File: src/rtl/strap_cfg_pkg.sv
package strap_cfg_pkg;

  // strobes from control to datapath
  typedef struct packed {
    logic capture;
    logic locked;
  } cfgStrobe_t;

  // frozen mode word
  typedef struct packed {
    logic x8;
    logic pseudo;
    logic err;
  } cfgMode_t;

endpackage

File: src/rtl/strap_cfg_ctrl.sv
module strap_cfg_ctrl
  import strap_cfg_pkg::*;
#(
  parameter int SYNC_STAGES = 2
) (
  input  logic       clk,
  input  logic       rstN,
  output cfgStrobe_t strobe
);

  localparam int MSB = SYNC_STAGES - 1;

  logic [MSB:0] syncQ;
  logic         lockedQ;
  logic         captureW;

  // release synchronizer: shifts ones in after reset deasserts
  generate
    if (SYNC_STAGES == 1) begin : g_one
      always_ff @(posedge clk or negedge rstN) begin
        if (!rstN) syncQ <= '0;
        else       syncQ <= 1'b1;
      end
    end else begin : g_chain
      always_ff @(posedge clk or negedge rstN) begin
        if (!rstN) syncQ <= '0;
        else       syncQ <= {syncQ[MSB-1:0], 1'b1};
      end
    end
  endgenerate

  assign captureW = syncQ[MSB] & ~lockedQ;

  always_ff @(posedge clk or negedge rstN) begin
    if (!rstN)         lockedQ <= 1'b0;
    else if (captureW) lockedQ <= 1'b1;
  end

  assign strobe.capture = captureW;
  assign strobe.locked  = lockedQ;


  capture_then_lock_chk: assert property (@(posedge clk) disable iff (!rstN)
    strobe.capture |=> strobe.locked);


  lock_sticky_chk: assert property (@(posedge clk) disable iff (!rstN)
    strobe.locked |=> strobe.locked && !strobe.capture);


  no_early_lock_chk: assert property (@(posedge clk) disable iff (!rstN)
    !syncQ[MSB] |-> !strobe.locked);

endmodule

File: src/rtl/strap_cfg_data.sv
module strap_cfg_data
  import strap_cfg_pkg::*;
#(
  parameter int                 NUM_CH      = 2,
  parameter int                 BYTES_PER_CH = 2,
  parameter logic [NUM_CH*BYTES_PER_CH-1:0] X8_OFF_MASK = 4'b0110
) (
  input  logic                              clk,
  input  logic                              rstN,
  input  cfgStrobe_t                        strobe,
  input  logic                              edcA1,
  input  logic                              edcB0,
  input  logic                              ca6A,
  input  logic                              ca6B,
  output cfgMode_t                          mode,
  output logic [NUM_CH*BYTES_PER_CH-1:0]    laneEn,
  output logic [NUM_CH-1:0]                 termLowEn,
  output logic [NUM_CH-1:0]                 termSharedEn
);

  localparam int NUM_LANES = NUM_CH * BYTES_PER_CH;

  cfgMode_t modeQ;
  cfgMode_t modeD;

  // decode: x8 only on unanimous low, mixed reading flags and falls back
  always_comb begin
    modeD.x8     = ~edcA1 & ~edcB0;
    modeD.err    = edcA1 ^ edcB0;
    modeD.pseudo = ~ca6A & ~ca6B;
  end

  always_ff @(posedge clk or negedge rstN) begin
    if (!rstN)               modeQ <= '0;
    else if (strobe.capture) modeQ <= modeD;
  end

  assign mode = modeQ;

  generate
    for (genvar i = 0; i < NUM_LANES; i++) begin : g_lane
      assign laneEn[i] = strobe.locked & ~(modeQ.x8 & X8_OFF_MASK[i]);
    end
    for (genvar c = 0; c < NUM_CH; c++) begin : g_ch
      assign termLowEn[c] = strobe.locked;
      if (c == 0) begin : g_owner
        assign termSharedEn[c] = strobe.locked;
      end else begin : g_follower
        assign termSharedEn[c] = strobe.locked & ~modeQ.pseudo;
      end
    end
  endgenerate


  mode_frozen_chk: assert property (@(posedge clk) disable iff (!rstN)
    strobe.locked |=> $stable(modeQ.x8) && $stable(modeQ.pseudo) && $stable(modeQ.err));


  idle_before_lock_chk: assert property (@(posedge clk) disable iff (!rstN)
    !strobe.locked |-> (laneEn == '0) && (termSharedEn == '0) && (termLowEn == '0));


  err_not_x8_chk: assert property (@(posedge clk) disable iff (!rstN)
    modeQ.err |-> !modeQ.x8);


  x8_lanes_off_chk: assert property (@(posedge clk) disable iff (!rstN)
    modeQ.x8 |-> ((laneEn & X8_OFF_MASK) == '0));

endmodule

File: src/rtl/strap_cfg_latch.sv
module strap_cfg_latch
  import strap_cfg_pkg::*;
#(
  parameter int SYNC_STAGES = 2
) (
  input  logic       clk,
  input  logic       rstN,
  input  logic       edcStrapA1,
  input  logic       edcStrapB0,
  input  logic       ca6StrapA,
  input  logic       ca6StrapB,
  output logic       modeX8,
  output logic       modePseudo,
  output logic       strapErr,
  output logic       cfgLocked,
  output logic [3:0] laneEn,
  output logic [1:0] termLowEn,
  output logic [1:0] termSharedEn
);

  cfgStrobe_t strobe;
  cfgMode_t   mode;

  strap_cfg_ctrl #(.SYNC_STAGES(SYNC_STAGES)) u_ctrl (
    .clk    (clk),
    .rstN   (rstN),
    .strobe (strobe)
  );

  strap_cfg_data #(
    .NUM_CH      (2),
    .BYTES_PER_CH(2),
    .X8_OFF_MASK (4'b0110)
  ) u_data (
    .clk          (clk),
    .rstN         (rstN),
    .strobe       (strobe),
    .edcA1        (edcStrapA1),
    .edcB0        (edcStrapB0),
    .ca6A         (ca6StrapA),
    .ca6B         (ca6StrapB),
    .mode         (mode),
    .laneEn       (laneEn),
    .termLowEn    (termLowEn),
    .termSharedEn (termSharedEn)
  );

  assign modeX8     = mode.x8;
  assign modePseudo = mode.pseudo;
  assign strapErr   = mode.err;
  assign cfgLocked  = strobe.locked;

endmodule

File: config.mk
export PLATFORM = sky130hd
export DESIGN_NAME = strap_cfg_latch
export DESIGN_NICKNAME = d
export VERILOG_FILES = /design/src/rtl/strap_cfg_pkg.sv /design/src/rtl/strap_cfg_ctrl.sv /design/src/rtl/strap_cfg_data.sv /design/src/rtl/strap_cfg_latch.sv
export SDC_FILE = /design/constraint.sdc
export NUM_CORES = 1
export LEC_CHECK = 0
export CAP_MARGIN = 20
export CORE_AREA = 2 2 39 41
export CTS_BUF_LIST = sky130_fd_sc_hd__clkbuf_4 sky130_fd_sc_hd__clkbuf_8
export DETAILED_ROUTE_END_ITERATION = 12
export DIE_AREA = 0 0 41 43
export PLACE_DENSITY_LB_ADDON = 0.25
export SLEW_MARGIN = 40
export SYNTH_ARGS = -nofsm -noshare
export SYNTH_HDL_FRONTEND = slang
export SYNTH_SLANG_ARGS = --single-unit
File: constraint.sdc
create_clock -name clk -period 3.3 [get_ports clk]
set_input_delay 0.825 -clock clk [delete_from_list [all_inputs] [get_ports clk]]
set_output_delay 0.825 -clock clk [all_outputs]
set_load 0.005 [all_outputs]
* Word level (Yosys, flattened, before mapping)
Index checks and enable logic that the tools add are counted.
W data, S select, Z words.
** Storage, ports and cells
- Bits in registers :: 6
- Bits of input ports :: 6
- Output and inout port bits :: 12
** Cells by class
- Bitwise operators :: 13
** Operators with widths (count)
- $not A1 Y1 :: 7
- $and A1 B1 Y1 :: 5
- $xor A1 B1 Y1 :: 1

* Longest topological paths before layout
Gate-level depths: netlist of the first run.
- Depth in word-level cells :: 2
- Depth in mapped cells :: 3
- Depth with buffers taken out :: 3

* By module
From an unflattened synthesis of the first run, not the netlist that was laid out.
** Unflattened totals
- Cells, all modules :: 26
- Area total of the unflattened synthesis :: 296.5 µm²
** Modules (own cells, without submodules)
- strap_cfg_data :: times used 1, cells each 18, area an instance 190.2 µm²
- strap_cfg_ctrl :: times used 1, cells each 8, area an instance 106.4 µm²

* Worst setup path before layout of the first run
No wires, ideal clock.
- Path kind :: reg2out
- Start point :: register u_ctrl.lockedQ
- End point :: output port laneEn[2]
- Arrival time :: 0.845 ns
- Setup slack :: 1.630 ns
- Stages on the path, launching flop included :: 3
- Path through :: dfrtp_1 nor2b_1 buf_4
** On the way
- Cells in the longest elaborated chain, start to end :: 1
** Ends and longest elaborated chain
- from (decl) :: line strap_cfg_ctrl.sv:14 : logic lockedQ;
- from (signal assigned) :: line strap_cfg_ctrl.sv:35 : if (!rstN) lockedQ <= 1'b0;
- from (signal assigned) :: line strap_cfg_ctrl.sv:36 : else if (captureW) lockedQ <= 1'b1;
- $and A1 B1 Y1
- to (decl) :: line strap_cfg_latch.sv:16 : output logic [3:0] laneEn,
Every way passes these cells.

* Final worst setup path of the first run
- Start point :: register u_ctrl.lockedQ
- End point :: output port laneEn[2]
** On the way
- Cells in the longest elaborated chain, start to end :: 1
** Ends and longest elaborated chain
- $and A1 B1 Y1 :: line strap_cfg_data.sv:42 : assign laneEn[i] = strobe.locked & ~(modeQ.x8 & X8_OFF_MASK[i]);
Every way passes these cells.

==> results.sh, run 1 <==
export IMPL_wirelength_um=454
export IMPL_start_util_pct=21.7
export IMPL_status="finished clean"
export IMPL_clock_latency_ns=0.24
export IMPL_synthAdderAreaFrac_pct=4.17
export IMPL_finalSetupViolCount=0
export IMPL_fin_setup_tns_ns=0
export IMPL_h_tree_depth=1
export IMPL_rows=14
export IMPL_hold_path_class="reg -> reg"
export IMPL_layout_min_cycle_time_ns=2.29
export IMPL_cts_root_buf="clkbuf_4"
export IMPL_synth_simple_area_share_pct=12.1
export IMPL_core_mm2=0.00138
export IMPL_synthXorXnorAreaFrac_pct=0
export IMPL_dp_final_hpwl_um=362
export IMPL_gp_congestion=0.669
export IMPL_fmax_ghz=0.437
export IMPL_r2r_cells=2
export IMPL_dieArea_mm2=0.00176
export IMPL_fin_util_pct=33.8
export IMPL_wl_per_cell_um=8.41
export IMPL_drt_initial_drc_count=2
export IMPL_fillCellCount=136
export IMPL_finalCritPeriodShare_pct=69.3
export IMPL_syn_nets=31
export IMPL_path_class="reg -> out"
export IMPL_tritoncts_num_sinks=6
export IMPL_netlist_instances=24
export IMPL_top_level_ports=18
export IMPL_hold_depth=0
export IMPL_crit_required_ns=2.47
export IMPL_ir_drop_mv=0.249
export IMPL_arrival_ns=1.46
export IMPL_grt_usage_pct=7.09
export IMPL_muxShareOfSynthArea_pct=15.0
export IMPL_leakagePower_nw=0.208
export IMPL_drv_slew=0
export IMPL_post_cts_setup_buffers=0
export IMPL_hold_buffers=0
export IMPL_finalClockSkew_ns=0.00265
export IMPL_areaGrowthSynthToFinish_pct=55.8
export IMPL_synth_top_family_by_area="buffers and inverters"
export IMPL_drt_pass1_iter_count=2
export IMPL_grt_pass1_wl_um=765
export IMPL_postRouteAntennaNets=0
export IMPL_rsz0062_at_grt="no"
export IMPL_maxCapViolations=0
export IMPL_end_kind="output port"
export IMPL_io_buffers=17
export IMPL_synth_seq_cells=6
export IMPL_clockBufferDepth=2
export IMPL_num_vias=196
export IMPL_grt_pass1_vias=189
export IMPL_seq_area_frac_synth_pct=50.0
export IMPL_cts_made_buffers=3
export IMPL_syn_area_um2=300
export IMPL_grt_overflow=0
export IMPL_die_h_um=43
export IMPL_yosysWarningCount=0
export IMPL_clkTransAtPathRegs_ns=0.04
export IMPL_ys_types=10
export IMPL_viasPerCell=3.63
export IMPL_power_density_mw_per_mm2=383
export IMPL_die_w_um=41
export IMPL_cts_tree="yes"
export IMPL_n_antenna_cell=0
export IMPL_antenna_found_initial=0
export IMPL_grt_max_degree=11
export IMPL_critPathLaunchType="register"
export IMPL_hold_violations=0
export IMPL_cp_max_fo=10
export IMPL_avgSynthCellArea_um2=12.5
export IMPL_nNetsFinal=47
export IMPL_cts_resized=0
export IMPL_drc=0
export IMPL_synth_compound_area_share_pct=0
export IMPL_drive_gt1_share_pct=18.4
==> state kept, by name (all words and copies together) (netlist names) <==
| register | count |
|---|---|
| u_ctrl.syncQ | 2 |
| u_data.mode | 3 |
| u_ctrl.lockedQ | 1 |
==> synth_stat cells <==
master / number / share of area, %
nor2_1: 1 / 1.2
or2_1: 1 / 2.1
inv_1: 2 / 2.5
nor2b_1: 2 / 4.2
nor2b_4: 1 / 4.6
ha_1: 1 / 4.2
dfrtp_1: 6 / 50
mux2_4: 3 / 15
buf_4: 6 / 15
conb_1: 1 / 1.2
==> logic make-up after synthesis <==
| kind of cell | after synthesis |
|---|---|
| adder cells (fa/ha/maj) | 1 |
| flip-flops | 6 |
| other | 1 |
| multiplexers | 3 |
| AND/OR/NAND/NOR | 5 |
| buffers and inverters | 8 |
==> layout make-up <==
cell class | count | area (um^2) | share of cell area, %
Timing Repair Buffer | 17 | 170 | 36.4
Clock buffer | 3 | 22.5 | 4.81
Inverter | 2 | 7.51 | 1.60
Sequential cell | 6 | 150 | 32.1
Multi-Input combinational cell | 10 | 97.6 | 20.9
Tap cell | 16 | 20.0 | 4.28
==> critical path, cell delays in order (launching register included) <==
cell and delay [ns]:
dfrtp_1 0.50, nor2b_1 0.21, clkdlybuf4s50_1 0.52
==> metrics by stage <==
step / area (um^2) / setup WS [ns] / hold WS (ns) / std cells / total power, mW
floorplan: 300 / 1.63 / 0.331 / 24 / 0.0941
finish: 468 / 1.01 / 0.343 / 54 / 0.179
CTS: 468 / 0.978 / 0.345 / 54 / 0.185
global route: 468 / 0.908 / 0.356 / 54 / 0.195
detailed placement: 445 / 1.25 / 0.335 / 51 / 0.115
global placement: 445 / 1.29 / 0.333 / 51 / 0.115
==> cells in the final DEF (no fill, tap or decap), drive strengths merged <==
| cell | synthesis | layout |
|---|---|---|
| clkdlybuf4s50 | 0 | 17 |
| dfrtp | 6 | 6 |
| mux2 | 3 | 3 |
| clkbuf | 0 | 3 |
| nor2b | 3 | 3 |
| inv | 2 | 2 |
| nor2 | 1 | 1 |
| or2 | 1 | 1 |
| ha | 1 | 1 |
| conb | 1 | 1 |
==> path summary, 6_finish.rpt <==
| kind | from | endpoint | slack, ns |
|---|---|---|---|
| setup reg to reg | u_ctrl.lockedQ | u_data.mode[0] | 2.20 |
| min in group asynchronous | rstN | u_data.mode[1] | 0.82 |
| setup / recovery | u_ctrl.lockedQ | laneEn[2] | 1.01 |
| max in group asynchronous | rstN | u_data.mode[0] | 2.27 |
| hold / removal | u_ctrl.syncQ[0] | u_ctrl.syncQ[1] | 0.34 |
| hold reg to reg | u_ctrl.syncQ[0] | u_ctrl.syncQ[1] | 0.34 |
==> power by group <==
| group | internal [mW] | switching (mW) |
|---|---|---|
| sequential | 0.0791 | 0.00306 |
| combinational | 0.0236 | 0.00790 |
| clock | 0.0410 | 0.0244 |
| total | 0.144 | 0.0353 |
==> metal layers <==
layer	GRT usage (%)	wire length [um]
met1	8.94	167
met2	7.81	218
met3	6.28	68
met4	4.00	0
met5	0	0
(Power assumes the default switching activity.)
==> run 2: changes to the inputs <==
Clock period 3.3 ns to 1.9 ns, I/O delays scaled along.
==> run 2 against run 1 <==
Via count up 4.1%. Critical path depth unchanged. Routed wire length rose by 9.5%. Global-route usage rose by 0.18 points. Largest cell class unchanged. Clock-buffer cell count unchanged. Critical path type unchanged. Setup slack worse by 0.90 ns. Cell area is 2.4% higher. Final cell count rose by 1.9%. Clock skew up 0.0013 ns. Highest routed layer unchanged. Sequential share of layout area is 0.49 points lower. Sequential cell count is the same. Clock power up 74%.
==> results.sh, run 2 (synthesis gave the netlist of run 1 again) <==
export IMPL_fin_setup_tns_ns=0
export IMPL_fin_util_pct=34.6
export IMPL_clock_latency_ns=0.24
export IMPL_hold_buffers=0
export IMPL_power_density_mw_per_mm2=652
export IMPL_rrSetupSlack_ns=0.86
export IMPL_finalCritPeriodShare_pct=94.0
export IMPL_fin_hold_ws_ns=0.346
export IMPL_swShare_pct=20.0
export IMPL_dieArea_mm2=0.00176
export IMPL_reg2reg_from="u_ctrl.lockedQ"
export IMPL_r2r_cells=2
export IMPL_r2r_end="u_data.mode[1]"
export IMPL_drv_slew=0
export IMPL_finalSetupViolCount=0
export IMPL_die_h_um=43
export IMPL_die_w_um=41
export IMPL_cp_max_fo=5
export IMPL_cts_tree="yes"
export IMPL_viasPerCell=3.71
export IMPL_num_vias=204
export IMPL_n_antenna_cell=0
export IMPL_grt_pass1_wl_um=841
export IMPL_startpoint="u_ctrl.lockedQ"
export IMPL_cpMaxStageDelayCell="clkdlybuf4s50_1"
export IMPL_dpl_worst_slack_ns=0.267
export IMPL_arrival_ns=1.31
export IMPL_wl_per_cell_um=9.04
export IMPL_start_util_pct=21.7
export IMPL_grt_max_degree=7
export IMPL_finalClockSkew_ns=0.00393
export IMPL_drc=0
export IMPL_crit_family="buffers and inverters"
export IMPL_cp_slowest_stage_delay_ns=0.50
export IMPL_rsz0062_at_grt="no"
export IMPL_top_level_ports=18
export IMPL_post_cts_setup_buffers=0
export IMPL_clockBufferDepth=2
export IMPL_core_mm2=0.00138
export IMPL_crit_required_ns=1.42
export IMPL_design_area_um2=479
export IMPL_tritoncts_num_sinks=6
export IMPL_path_cells="nor2b_2 -> clkdlybuf4s50_1"
export IMPL_cts_made_buffers=3
export IMPL_drt_pass1_iter_count=2
export IMPL_end_kind="output port"
export IMPL_gp_congestion=0.682
export IMPL_fillCellCount=140
export IMPL_rows=14
export IMPL_ir_drop_mv=0.231
export IMPL_largest_reg_flops=3
export IMPL_placed_area_um2=453
export IMPL_power_frac_comb_pct=17.9
export IMPL_maxCapViolations=0
export IMPL_cp_endpoint="laneEn[1]"
export IMPL_areaGrowthSynthToFinish_pct=59.6
export IMPL_grt_usage_pct=7.27
export IMPL_grt_pass1_vias=222
export IMPL_clkTransAtPathRegs_ns=0.05
export IMPL_cts_root_buf="clkbuf_4"
export IMPL_critPathLaunchType="register"
export IMPL_finalPower_mw=0.313
export IMPL_mostFrequentLayoutCell="clkdlybuf4s50_1"
export IMPL_postRouteAntennaNets=0
export IMPL_h_tree_depth=1
export IMPL_status="finished clean"
export IMPL_final_cell_mix="clkdlybuf4s50_1 (17), dfrtp_1 (5), mux2_4 (3), clkbuf_4 (3), inv_1 (2)"
export IMPL_layout_min_cycle_time_ns=1.79
export IMPL_hold_violations=0
export IMPL_internal_power_mw=0.250
export IMPL_hold_path_class="reg -> reg"
export IMPL_cp_num_cells=2
export IMPL_path_class="reg -> out"
export IMPL_seqPwrFrac_pct=45.7
export IMPL_final_setup_worst_slack_ns=0.115
export IMPL_p_switching_mw=0.0624
export IMPL_antenna_found_initial=0
export IMPL_worst_path_buf_inv=1
export IMPL_grt_overflow=0
export IMPL_wirelength_um=497
export IMPL_layout_cells_non_filler=55
export IMPL_leakagePower_nw=0.214
export IMPL_placedCellCount=52
export IMPL_drt_initial_drc_count=2
export IMPL_io_buffers=17
export IMPL_nNetsFinal=48
export IMPL_fmax_ghz=0.560
export IMPL_drive_gt1_share_pct=25.6
export IMPL_p_clk_share_pct=36.4
==> run 2: power by group through the flow <==
stage	combinational [mW]	clock [mW]	sequential [mW]
global route	0.0607	0.128	0.144
CTS	0.0564	0.120	0.143
global placement	0.0556	0	0.144
floorplan	0.0189	0	0.145
detailed placement	0.0558	0	0.144
finish	0.0561	0.114	0.143
==> run 2: timing repair <==
item                       in CTS  in global routing
hold endpoints to repair        0                  0
resized for setup               0                  2
setup endpoints to repair       0                  2
==> run 2: routing by layer <==
metal | global-route usage, % | routed length, um | up-vias
met2 | 10.9 | 281 | 10
met3 | 3.14 | 33 | 0
met5 | 0 | 0 | -
met4 | 6.00 | 0 | 0
li1 | - | - | 97
met1 | 7.21 | 181 | 97
==> run 2: worst min path at each step <==
stage / slack [ns] / cells past startpoint / start / end
5_1_grt: 0.36 / 0 / u_ctrl.syncQ[0] / u_ctrl.syncQ[1]
2_1_floorplan: 0.18 / 0 / rstN / u_ctrl.lockedQ
3_5_place_dp: 0.34 / 0 / u_ctrl.syncQ[0] / u_ctrl.syncQ[1]
6_report: 0.35 / 0 / u_ctrl.syncQ[0] / u_ctrl.syncQ[1]
4_1_cts: 0.35 / 0 / u_ctrl.syncQ[0] / u_ctrl.syncQ[1]
3_3_place_gp: 0.34 / 0 / u_ctrl.syncQ[0] / u_ctrl.syncQ[1]
==> run 2: layout make-up <==
class	count	area, um^2	area share (%)
Inverter	2	7.51	1.57
Timing Repair Buffer	18	178	37.1
Clock buffer	3	22.5	4.70
Tap cell	16	20.0	4.18
Multi-Input combinational cell	10	100	20.9
Sequential cell	6	151	31.6
